`src/rtl/imm_pkg.sv`:
```
package imm_pkg;
  localparam int unsigned MODE_W    = 3;
  localparam int unsigned CR_W      = 4;
  localparam int unsigned MB_WORD   = 0;
  localparam int unsigned MB_SIGNED = 1;
  localparam int unsigned MB_MAX    = 2;

  // Condition field layout: lt at bit 3, gt at bit 2, eq at bit 1, so at bit 0
  function automatic logic [CR_W-1:0] cr_pack(input logic lt, input logic gt,
                                               input logic eq, input logic so);
    return {lt, gt, eq, so};
  endfunction
endpackage

```
`src/rtl/mm_operand_prep.sv`:
```
module mm_operand_prep #(
  parameter int unsigned W = 64
) (
  input  logic [W-1:0] x_in,
  input  logic         word_mode,
  input  logic         signed_mode,
  output logic [W-1:0] y_out
);
  localparam int unsigned HALF = W / 2;
  logic [W-1:0] shifted;

  // word mode: low half moved up, zeros below, so the full compare sees only it
  always_comb begin
    shifted = word_mode ? {x_in[HALF-1:0], {HALF{1'b0}}} : x_in;
    y_out   = signed_mode ? {~shifted[W-1], shifted[W-2:0]} : shifted;
  end
endmodule

```
`src/rtl/mm_ult_compare.sv`:
```
module mm_ult_compare #(
  parameter int unsigned W = 64
) (
  input  logic [W-1:0] lhs,
  input  logic [W-1:0] rhs,
  output logic         lt,
  output logic         eq
);
  always_comb begin
    lt = (lhs < rhs);
    eq = (lhs == rhs);
  end
endmodule

```
`src/rtl/int_minmax_unit.sv`:
```
module int_minmax_unit
  import imm_pkg::*;
#(
  parameter int unsigned XLEN = 64
) (
  input  logic [XLEN-1:0]   ra_val,
  input  logic [XLEN-1:0]   rb_val,
  input  logic              ra_is_zero,
  input  logic [MODE_W-1:0] mode,
  input  logic              rc,
  input  logic              so_in,
  output logic [XLEN-1:0]   result,
  output logic [CR_W-1:0]   cr_out
);
  localparam int unsigned NOPS = 2;

  logic            is_word, is_signed, is_max;
  logic [XLEN-1:0] a_eff;
  logic [XLEN-1:0] raw_op  [NOPS];
  logic [XLEN-1:0] prep_op [NOPS];
  logic [XLEN-1:0] cmp_l, cmp_r;
  logic            lt_lr, eq_lr;
  logic            a_lt_b, a_gt_b;

  assign is_word   = mode[MB_WORD];
  assign is_signed = mode[MB_SIGNED];
  assign is_max    = mode[MB_MAX];

  assign a_eff     = ra_is_zero ? '0 : ra_val;
  assign raw_op[0] = a_eff;
  assign raw_op[1] = rb_val;

  for (genvar g = 0; g < NOPS; g++) begin : g_prep
    mm_operand_prep #(.W(XLEN)) u_prep (
      .x_in        (raw_op[g]),
      .word_mode   (is_word),
      .signed_mode (is_signed),
      .y_out       (prep_op[g])
    );
  end

  // maximum: swap so that less-than answers greater-than
  assign cmp_l = is_max ? prep_op[1] : prep_op[0];
  assign cmp_r = is_max ? prep_op[0] : prep_op[1];

  mm_ult_compare #(.W(XLEN)) u_cmp (
    .lhs (cmp_l),
    .rhs (cmp_r),
    .lt  (lt_lr),
    .eq  (eq_lr)
  );

  // undo the swap for the condition field
  assign a_lt_b = is_max ? (~lt_lr & ~eq_lr) : lt_lr;
  assign a_gt_b = is_max ? lt_lr : (~lt_lr & ~eq_lr);

  assign result = lt_lr ? a_eff : rb_val;
  assign cr_out = rc ? cr_pack(a_lt_b, a_gt_b, eq_lr, so_in) : '0;
endmodule

```
`config.mk`:
```
export PLATFORM = sky130hd
export DESIGN_NAME = int_minmax_unit
export DESIGN_NICKNAME = d
export VERILOG_FILES = /design/src/rtl/imm_pkg.sv /design/src/rtl/mm_operand_prep.sv /design/src/rtl/mm_ult_compare.sv /design/src/rtl/int_minmax_unit.sv
export SDC_FILE = /design/constraint.sdc
export NUM_CORES = 1
export LEC_CHECK = 0
export ABC_AREA = 1
export BUFFER_PORTS_ARGS = -buffer_cell sky130_fd_sc_hd__buf_2
export CORE_UTILIZATION = 43
export DETAILED_ROUTE_END_ITERATION = 10
export GPL_ROUTABILITY_DRIVEN = 0
export PLACE_DENSITY_LB_ADDON = 0.2
export RECOVER_POWER = 50
export SYNTH_ARGS = -nofsm -noshare
export SYNTH_HDL_FRONTEND = slang
export SYNTH_HIERARCHICAL = 1
export SYNTH_SLANG_ARGS = --single-unit
```
`constraint.sdc`:
```
create_clock -name vclk -period 5.1
set_input_delay 1.02 -clock vclk [all_inputs]
set_output_delay 1.02 -clock vclk [all_outputs]
set_load 0.02 [all_outputs]
```
[Word-level counts from Yosys, hierarchy flattened]
Cells that the tools add are included.
Word-level totals
  bits in registers: 0
  output and inout port bits: 68
Cells by class
  bitwise operators: 5
  muxes and demuxes: 11
  equality and inequality tests: 1
  $lt $le $gt $ge: 1
Operator list (number)
  64-bit two-way mux: 8
  64-bit equality test: 1
  64-bit < comparator: 1
  4-bit two-way mux: 1
  1-bit NOT: 4
  1-bit two-way mux: 2
  1-bit bitwise AND: 1

[Longest topological paths before layout]
Gate-level depths: netlist of run 1.
  depth in word-level cells: 10
  mapped depth: 25

[Hierarchy]
Netlist of run 1, hierarchy kept.
Modules (own cells, without submodules)
  int_minmax_unit: seq. area each 0.0 um^2, instances 1, cells each 703, area each 2862.7 um^2
  mm_ult_compare: seq. area each 0.0 um^2, instances 1, cells each 278, area each 1721.7 um^2
  mm_operand_prep: seq. area each 0.0 um^2, instances 2, cells each 146, area each 757.0 um^2

[Worst setup path before layout of run 1]
OpenSTA, ideal clock, no wires.
  path kind: input -> output
  start point: in ra_is_zero
  end point: out cr_out[2]
  required time: 4.080 ns
  arrival time: 3.484 ns
  setup slack: 0.596 ns
  stages: 23
  path buffers: 3
  cell sequence: buf_2 buf_2 nor2_1 inv_1 nand2_1 nand3_1 nand2_1 nand2_1 o21ai_0 inv_1 ha_1 nand2_2 nor2_1 nor3_1 nand2_1 a21oi_1 nand2_1 a21oi_1 inv_1 buf_2 nand2_1 nand2_1 nor2_1
RTL lines
  start: declaration: RTL line int_minmax_unit.sv:8  | input logic ra_is_zero,
  end: declaration: RTL line int_minmax_unit.sv:13  | output logic [CR_W-1:0] cr_out

==> results of run 1 <==
path summary, 6_finish.rpt:
path | start | depth (start not counted) | slack, ns | to
setup / recovery | mode[0] | 22 | 0.26 | result[42]
hold / removal | rb_val[11] | 4 | 2.37 | result[11]
layout make-up:
cell class,instances,area [µm²],area share (%)
multi-input combinational,925,4651,61.79
timing repair buffer,242,1583,21.03
inverter,279,1069,14.20
tap,180,225.2,2.992
routing by layer:
metal	vias up	wire (µm)	global-route usage, %
met3	4	718	0.2820
met4	0	75	0.9259
met5	-	0	0
met1	3172	8309	29.69
li1	4176	-	-
met2	188	7609	39.54
per-stage QoR:
stage	setup TNS, ns	std cells	worst slack [ns]	instance area, µm²
floorplan	0	1273	0.5964	6098
global placement	-0.09521	1614	-0.01052	7286
detailed placement	-2.138	1614	-0.07097	7286
CTS	0	1614	0.03746	7289
global route	0	1626	0.01835	7527
finish	0	1626	0.2644	7527
critical path, stage by stage:
cell	delay, ns
buf_4	0.17
clkinv_8	0.12
buf_12	0.18
o21ai_2	0.13
inv_1	0.06
o21ai_1	0.11
inv_1	0.06
ha_1	0.29
nand2_1	0.07
buf_4	0.14
nor4_4	0.33
nand2_2	0.12
inv_1	0.07
nand2_1	0.06
nand2_2	0.08
a21oi_4	0.03
buf_4	0.14
inv_4	0.10
clkbuf_16	0.19
nand2_1	0.05
nand2_1	0.06
clkbuf_1	0.22
where the power goes:
part           leakage (nW)  switching (mW)  internal (mW)
registers                 0               0              0
clock network             0               0              0
logic                  4.49           0.672          0.409
total                  4.49           0.672          0.409
Yosys cell counts:
library cell,instances
o21bai_1,2
nand4_1,4
nand3_1,8
buf_1,1
o21ai_2,56
nor2_1,150
buf_2,36
nand2_2,2
o21a_1,2
buf_4,4
nor4_4,1
a21oi_1,28
buf_6,11
o21ai_1,16
nor3_1,4
o21ai_0,124
nand2_1,461
nor4_2,1
clkbuf_1,13
inv_1,276
inv_6,2
ha_1,64
buf_12,2
a21o_1,1
inv_2,1
clkbuf_2,2
nor3_2,1
kinds of logic after synthesis:
logic type | count (synthesis) | synth area share, %
compound gates | 229 | 22.45
fa+ha+maj | 64 | 13.13
buf+inv | 348 | 24.50
simple gates | 632 | 39.93
repair_timing:
action,CTS,global route
setup buffers,0,8
gates cloned,0,4
pin swaps,0,3
resized for setup,1,31
endpoints found under the setup margin,37,66
hold buffers,0,0
==> metrics, run 1 <==
fillers 1,551; die width 121.1 µm; # setup viols final 0; utilization after layout 54.23%; Worst Path Arrival 3.82 ns; sequential fraction of the synthesis area 0%; number of diodes 0; wire per inst 10.28 µm; Port-buffer cells 202; overall routing resource usage 21.67%; Detail Placement HPWL 12,930 µm; P per Cell Area 143.5 nW/µm²; syn nets 1,471; Slew Viols, Final 0; row cnt 43; initial antenna violation count 0; fin nets 1,646; final hold violations 0; Tot Pwr 1.080 mW; max_slew headroom 79.13%; Antenna Violating Nets Remaining 0; RSZ-0062 raised after global routing no; share of the synthesized area in the top cell type 28.38%; pin count of the biggest net entering global routing 85; layout cells sized above 1 21.92%; FF+latch count 0; CP required 4.08 ns; vias in the first global route 6,412; Syn Inst Count 1,273; commonest non-fill, non-tap cell in the layout nand2_1; path category of the worst min-delay check in -> out; Leak 4.486 nW; post-DR vias/cell 4.637; library cells used by synthesis 27; Max VDD drop 0.09988 mV; Initial Util 43.93%; CP max FO 24; Fmax 206.8 MHz; 1st-pass router iterations 5; Slew @ Worst Pin 0.3131 ns; Max Cap Violations 0; vias post-DR 7,540; most frequent cells in the layout nand2_1, inv_1, buf_2; Core ar. 13,880 µm²; io pins 202; # DRC 0; Crit Path Class in -> out; crit path time final 4.836 ns; clock buffers 0; DIE AREA 14,660 µm²; total wire length 16,710 µm; Die H 121.1 µm; Detailed Route Iter0 Violations 440; outcome finished clean; synth warn 6; CP startpoint kind primary input; Area growth, synth to finish 23.43%; final hold slack 2.366 ns; mean post-synth cell area 4.791 µm²; mapped cell area 6098 µm²; post-route clock period utilization 94.82%; FF/Latch Area 0 µm²; first-pass GRT wire length 27,500 µm; grt ovf 0; Synth area leaders nand2_1, inv_1, ha_1; Setup crit end kind output pin; largest area contributor in the netlist nand2_1
Note: power is estimated with default switching activity, not from simulation.
==> run 2: changes to the inputs <==
--- a/config.mk
+++ b/config.mk
@@ -5,11 +5,12 @@
 export SDC_FILE = /design/constraint.sdc
 export NUM_CORES = 1
 export LEC_CHECK = 0
-export ABC_AREA = 1
+export ABC_AREA = 0
 export BUFFER_PORTS_ARGS = -buffer_cell sky130_fd_sc_hd__buf_2
 export CORE_UTILIZATION = 43
 export DETAILED_ROUTE_END_ITERATION = 10
 export GPL_ROUTABILITY_DRIVEN = 0
+export GPL_TIMING_DRIVEN = 0
 export PLACE_DENSITY_LB_ADDON = 0.2
 export RECOVER_POWER = 50
 export SYNTH_ARGS = -nofsm -noshare
==> metrics, run 2 <==
synth warn 6 (unchanged); mean post-synth cell area 8.986 µm² (+88%); Fmax 191.8 MHz (-7.2%); grt ovf 0 (unchanged); number of diodes 0 (unchanged); io pins 202 (unchanged); Initial Util 44.75% (+0.82 points); fin nets 1,113 (-32%); overall routing resource usage 23.87% (+2.2 points); # DRC 0 (unchanged); Crit Path Class in -> out; clock buffers 0 (unchanged); Slew @ Worst Pin 0.3577 ns (+0.04461 ns); max_slew headroom 76.16% (-3.0 points); largest area contributor in the netlist mux2_2; mapped cell area 6021 µm² (-1.3%); Port-buffer cells 199 (-1.5%); setup ws final -0.1125 ns (-0.3769 ns); FF/Latch Area 0 µm² (unchanged); crit-path cells buf_16, clkbuf_16, nor2b_2, mux2_4, mux2_4, ha_4, nand4_1, buf_4, nor4_4, nand4_1, a31oi_2, nor4_4, buf_4, or3_4, a21boi_2, buf_6; count leader, synth mux2_2; crit path time final 5.212 ns (+0.3769 ns); area occupied by multi-input gates 6087 µm² (+31%); Synth area leaders mux2_2, mux2_4, nor2b_1; # setup viols final 66 (+66); post-DR vias/cell 5.353 (+15%); sequential fraction of the synthesis area 0% (unchanged); vias post-DR 5,829 (-23%); Die H 120.3 µm (-0.63%); FF+latch count 0 (unchanged); CP peak stage delay 0.37 ns (+0.04 ns); commonest non-fill, non-tap cell in the layout buf_2; post-route clock period utilization 102.2% (+7.4 points); syn nets 868 (-41%); pin count of the biggest net entering global routing 13 (-85%); Detail Placement HPWL 12,860 µm (-0.51%); first-pass GRT wire length 27,990 µm (+1.8%); path category of the worst min-delay check in -> out; CP required 4.08 ns (about the same); wire per inst 17.82 µm (+73%); Worst Path Arrival 4.19 ns (+0.37 ns); Detailed Route Iter0 Violations 208 (-53%); cts hold-fix bufs 0 (unchanged); layout cells sized above 1 68.02% (+46 points); Max VDD drop 0.1269 mV (+27%); die width 120.3 µm (-0.63%); violated checks negative setup slack; Setup crit end kind output pin; vias in the first global route 5,527 (-14%); total wire length 19,410 µm (+16%); CP startpoint kind primary input; Max Cap Violations 0 (unchanged); Syn Inst Count 670 (-47%); most frequent cells in the layout buf_2, mux2_2, nor2b_1; Post-synth top cells mux2_2, nor2b_1, inv_1, ha_1, mux2_4; Area growth, synth to finish 50.27%; Largest delay share family, worst path simple AND/OR/NAND/NOR gates; total negative setup slack -4.003 ns (-4.003 ns); library cells used by synthesis 47 (+74%); share of the synthesized area in the top cell type 36.28% (+7.9 points); initial antenna violation count 0 (unchanged); fillers 1,092 (-30%); Leak 4.370 nW (-2.6%); row cnt 42 (-2.3%); CP bufs+invs 5 (-6); DIE AREA 14,480 µm² (-1.3%); 1st-pass router iterations 4 (-1); final hold slack 2.369 ns (+0.003440 ns); final hold violations 0 (unchanged); Slew Viols, Final 0 (unchanged); Antenna Violating Nets Remaining 0 (unchanged); CP max FO 7 (-71%); RSZ-0062 raised after global routing yes; P per Cell Area 178.2 nW/µm² (+24%); Critical-path top delay cell or3_4; outcome finished with violations; Core ar. 13,450 µm² (-3.1%)
==> run 2: logic make-up after synthesis <==
group,after synthesis,synth area share [%]
AOI/OAI and AO/OA,51,5.590
xor gates and xnor gates,2,0.2910
adders and majority gates,64,13.30
buffers and inverters,109,10.29
muxes,256,51.33
and+or+nand+nor,188,19.20
==> run 2: what timing repair did <==
action                                  CTS  global route
endpoints found under the setup margin   66            66
buffers inserted                         15            12
pin swaps                                15            13
gates cloned                             10             7
gates resized for setup                 137           128
==> run 2: final timing paths <==
path                  startpoint         end  slack, ns  cells past startpoint
worst max-delay path  ra_is_zero   cr_out[2]      -0.11                     16
worst min-delay path  rb_val[60]  result[60]       2.37                      3
==> run 2: per-stage QoR <==
| stage | setup slack, ns | std cells | cell area (µm²) | power, mW | util [%] |
|---|---|---|---|---|---|
| after floorplan | 0.06372 | 670 | 6021 | 0.8364 | - |
| after global placement | -0.8417 | 1045 | 7237 | 1.136 | 53.79 |
| after detailed placement | -0.7903 | 1045 | 7237 | 1.139 | 53.79 |
| after CTS | -0.05932 | 1070 | 8278 | 1.386 | 61.53 |
| after global routing | -0.2239 | 1089 | 9047 | 1.705 | 67.25 |
| final | -0.1125 | 1089 | 9047 | 1.612 | 67.25 |
==> run 2: power by group <==
group | internal (mW) | switching [mW]
sequential | 0 | 0
clock | 0 | 0
combinational | 0.872 | 0.740
total | 0.872 | 0.740
==> run 2: worst min-delay path: stages <==
cell,delay (ns)
buf_2,0.09
mux2_4,0.14
buf_6,0.11
==> run 2: final cells by class <==
| cell class | count | share of cell area [%] |
|---|---|---|
| buffer | 43 | 6.652 |
| inverter | 66 | 2.766 |
| timing repair buffer | 243 | 20.87 |
| multi-input combinational | 561 | 67.28 |
| tap | 176 | 2.434 |
==> run 2: per-layer routing <==
layer | vias up | track usage (%) | wire, µm
met2 | 173 | 42.92 | 9411
met3 | 8 | 0.7547 | 778
met1 | 2786 | 32.33 | 9125
met4 | 0 | 2.855 | 94
met5 | - | 0 | 0
li1 | 2862 | - | -
==> run 3: changes to the inputs <==
--- a/config.mk
+++ b/config.mk
@@ -6,8 +6,8 @@
 export NUM_CORES = 1
 export LEC_CHECK = 0
 export ABC_AREA = 0
-export BUFFER_PORTS_ARGS = -buffer_cell sky130_fd_sc_hd__buf_2
-export CORE_UTILIZATION = 43
+export BUFFER_PORTS_ARGS = -buffer_cell sky130_fd_sc_hd__clkbuf_2
+export CORE_UTILIZATION = 35
 export DETAILED_ROUTE_END_ITERATION = 10
 export GPL_ROUTABILITY_DRIVEN = 0
 export GPL_TIMING_DRIVEN = 0
==> metrics, run 3 (synthesis gave the netlist of run 2 again) <==
overall routing resource usage 21.17% (-2.7 points); pin count of the biggest net entering global routing 11 (-2); crit path from mode[0]; Worst Path Arrival 4.29 ns (+0.10 ns); Slew Viols, Final 0 (unchanged); Post-DP Area 7292 µm² (+0.76%); violated checks negative setup slack; path category of the worst min-delay check in -> out; Crit Path Class in -> out; FF/Latch Area 0 µm² (unchanged); sequential power share 0% (unchanged); number of diodes 0 (unchanged); # setup viols final 66 (unchanged); wire per inst 17.08 µm (-4.2%); die width 133.2 µm (+11%); design area 9131 µm² (+0.93%); utilization after layout 54.67% (-13 points); most frequent cells in the layout mux2_2, clkbuf_2, nor2b_1; vias post-DR 5,697 (-2.3%); post-route clock period utilization 104.1% (+1.9 points); Initial Util 36.05% (-8.7 points); # DRC 0 (unchanged); Leak 4.393 nW (+0.52%); cts hold-fix bufs 0 (unchanged); final hold slack 2.371 ns (+0.001720 ns); DIE AREA 17,730 µm² (+22%); Sw Ratio 44.36% (-1.5 points); fin nets 1,121 (+0.72%); max_slew headroom 77.70% (+1.5 points); Die H 133.2 µm (+11%); met1 GRT Util 29.74% (-2.6 points); crit path capture cr_out[2]; fillers 1,551 (+42%); outcome finished with violations; Port-buffer cells 199 (unchanged); P per Cell Area 184.6 nW/µm² (+3.6%); 1st-pass router iterations 4 (unchanged); post-DR vias/cell 4.993 (-6.7%); first-pass GRT wire length 30,190 µm (+7.8%); Detail Placement HPWL 13,840 µm (+7.6%); layout cells sized above 1 68.19% (+0.17 points); clock share of power 0% (unchanged); Detailed Route Iter0 Violations 216 (+3.8%); P_int 0.9377 mW (+7.5%); RSZ-0062 raised after global routing yes; Slew @ Worst Pin 0.3345 ns (-0.02318 ns); row cnt 47 (+12%); CP startpoint kind primary input; io pins 202 (unchanged); Fmax 188.4 MHz (-1.8%); Setup crit end kind output pin; Switching Power 0.7475 mW (+1.0%); most crowded layer after global routing met2; Max Cap Violations 0 (unchanged); crit path time final 5.309 ns (+0.09643 ns); M2 GR Usage 37.41% (-5.5 points); initial antenna violation count 0 (unchanged); Antenna Violating Nets Remaining 0 (unchanged); Core ar. 16,700 µm² (+24%); CP max FO 7 (unchanged); Gate power share 100.0% (about the same); commonest non-fill, non-tap cell in the layout mux2_2; met3 GRT Util 0.6849% (-0.070 points); total wire length 19,490 µm (+0.41%); CP required 4.08 ns (about the same); clock buffers 0 (unchanged); Max VDD drop 0.1054 mV (-17%); grt ovf 0 (unchanged); setup ws final -0.2089 ns (-0.09643 ns); vias in the first global route 5,666 (+2.5%); Area growth, synth to finish 51.66%; FF+latch count 0 (unchanged); final hold violations 0 (unchanged)
[run 3: cell types whose count changed in the layout (fill, tap and decap cells not counted), sizes merged]
cell / change
buf: -133
bufbuf: +1
clkbuf: +140
[run 3: per-stage QoR]
step | TNS (ns) | power [mW] | instances | worst slack, ns
floorplan | 0 | 0.8364 | 670 | 0.06372
detailed placement | -47.75 | 1.153 | 1089 | -0.8195
CTS | -8.080 | 1.508 | 1130 | -0.1622
global placement | -48.00 | 1.152 | 1089 | -0.8278
finish | -9.002 | 1.685 | 1141 | -0.2089
global route | -15.52 | 1.792 | 1141 | -0.3112
[run 3: what timing repair did]
| action | CTS | global route |
|---|---|---|
| gates resized for setup | 181 | 163 |
| setup buffers | 34 | 12 |
| pin swaps | 16 | 17 |
| endpoints found under the setup margin | 66 | 66 |
| endpoints found under the hold margin | 0 | 0 |
| gates cloned | 7 | 2 |
[run 3: per-layer routing]
metal	up-vias	routed length, µm	share of wire, %
met5	-	0	0
met4	0	108	0.55
met3	6	571	2.9
met2	117	9149	47
met1	2690	9659	50
li1	2884	-	-
[run 3: worst min path at each step]
| stage | startpoint | to | cells after the start |
|---|---|---|---|
| after floorplan | rc | cr_out[3] | 1 |
| after global placement | rc | cr_out[3] | 3 |
| after detailed placement | rb_val[43] | result[43] | 3 |
| after CTS | rb_val[55] | result[55] | 3 |
| after global routing | rb_val[51] | result[51] | 3 |
| final | rb_val[51] | result[51] | 3 |
[run 3: cell type report]
type               count  area [µm²]  area share [%]
multi-input cells    561        5977           65.46
repair buffers       253        2088           22.87
inverters             66       247.7           2.713
plain buffers         41       543.0           5.947
well taps            220       275.3           3.015
[run 3: worst max-delay path, stage by stage]
cell	delay, ns
buf_12	0.13
buf_16	0.13
buf_6	0.10
mux2_4	0.29
mux2_4	0.28
ha_4	0.28
nand4_1	0.16
buf_4	0.19
nor4_4	0.28
nand4_1	0.20
a31oi_2	0.24
nor4_4	0.06
buf_4	0.15
buf_6	0.11
or3_4	0.38
a21boi_2	0.14
buf_6	0.13
[run 3: power by group through the flow]
stage | Clock (mW) | Sequential [mW] | Combinational, mW
2_1_floorplan | 0 | 0 | 0.836
3_3_place_gp | 0 | 0 | 1.15
3_5_place_dp | 0 | 0 | 1.15
4_1_cts | 0 | 0 | 1.51
5_1_grt | 0 | 0 | 1.79
6_report | 0 | 0 | 1.69
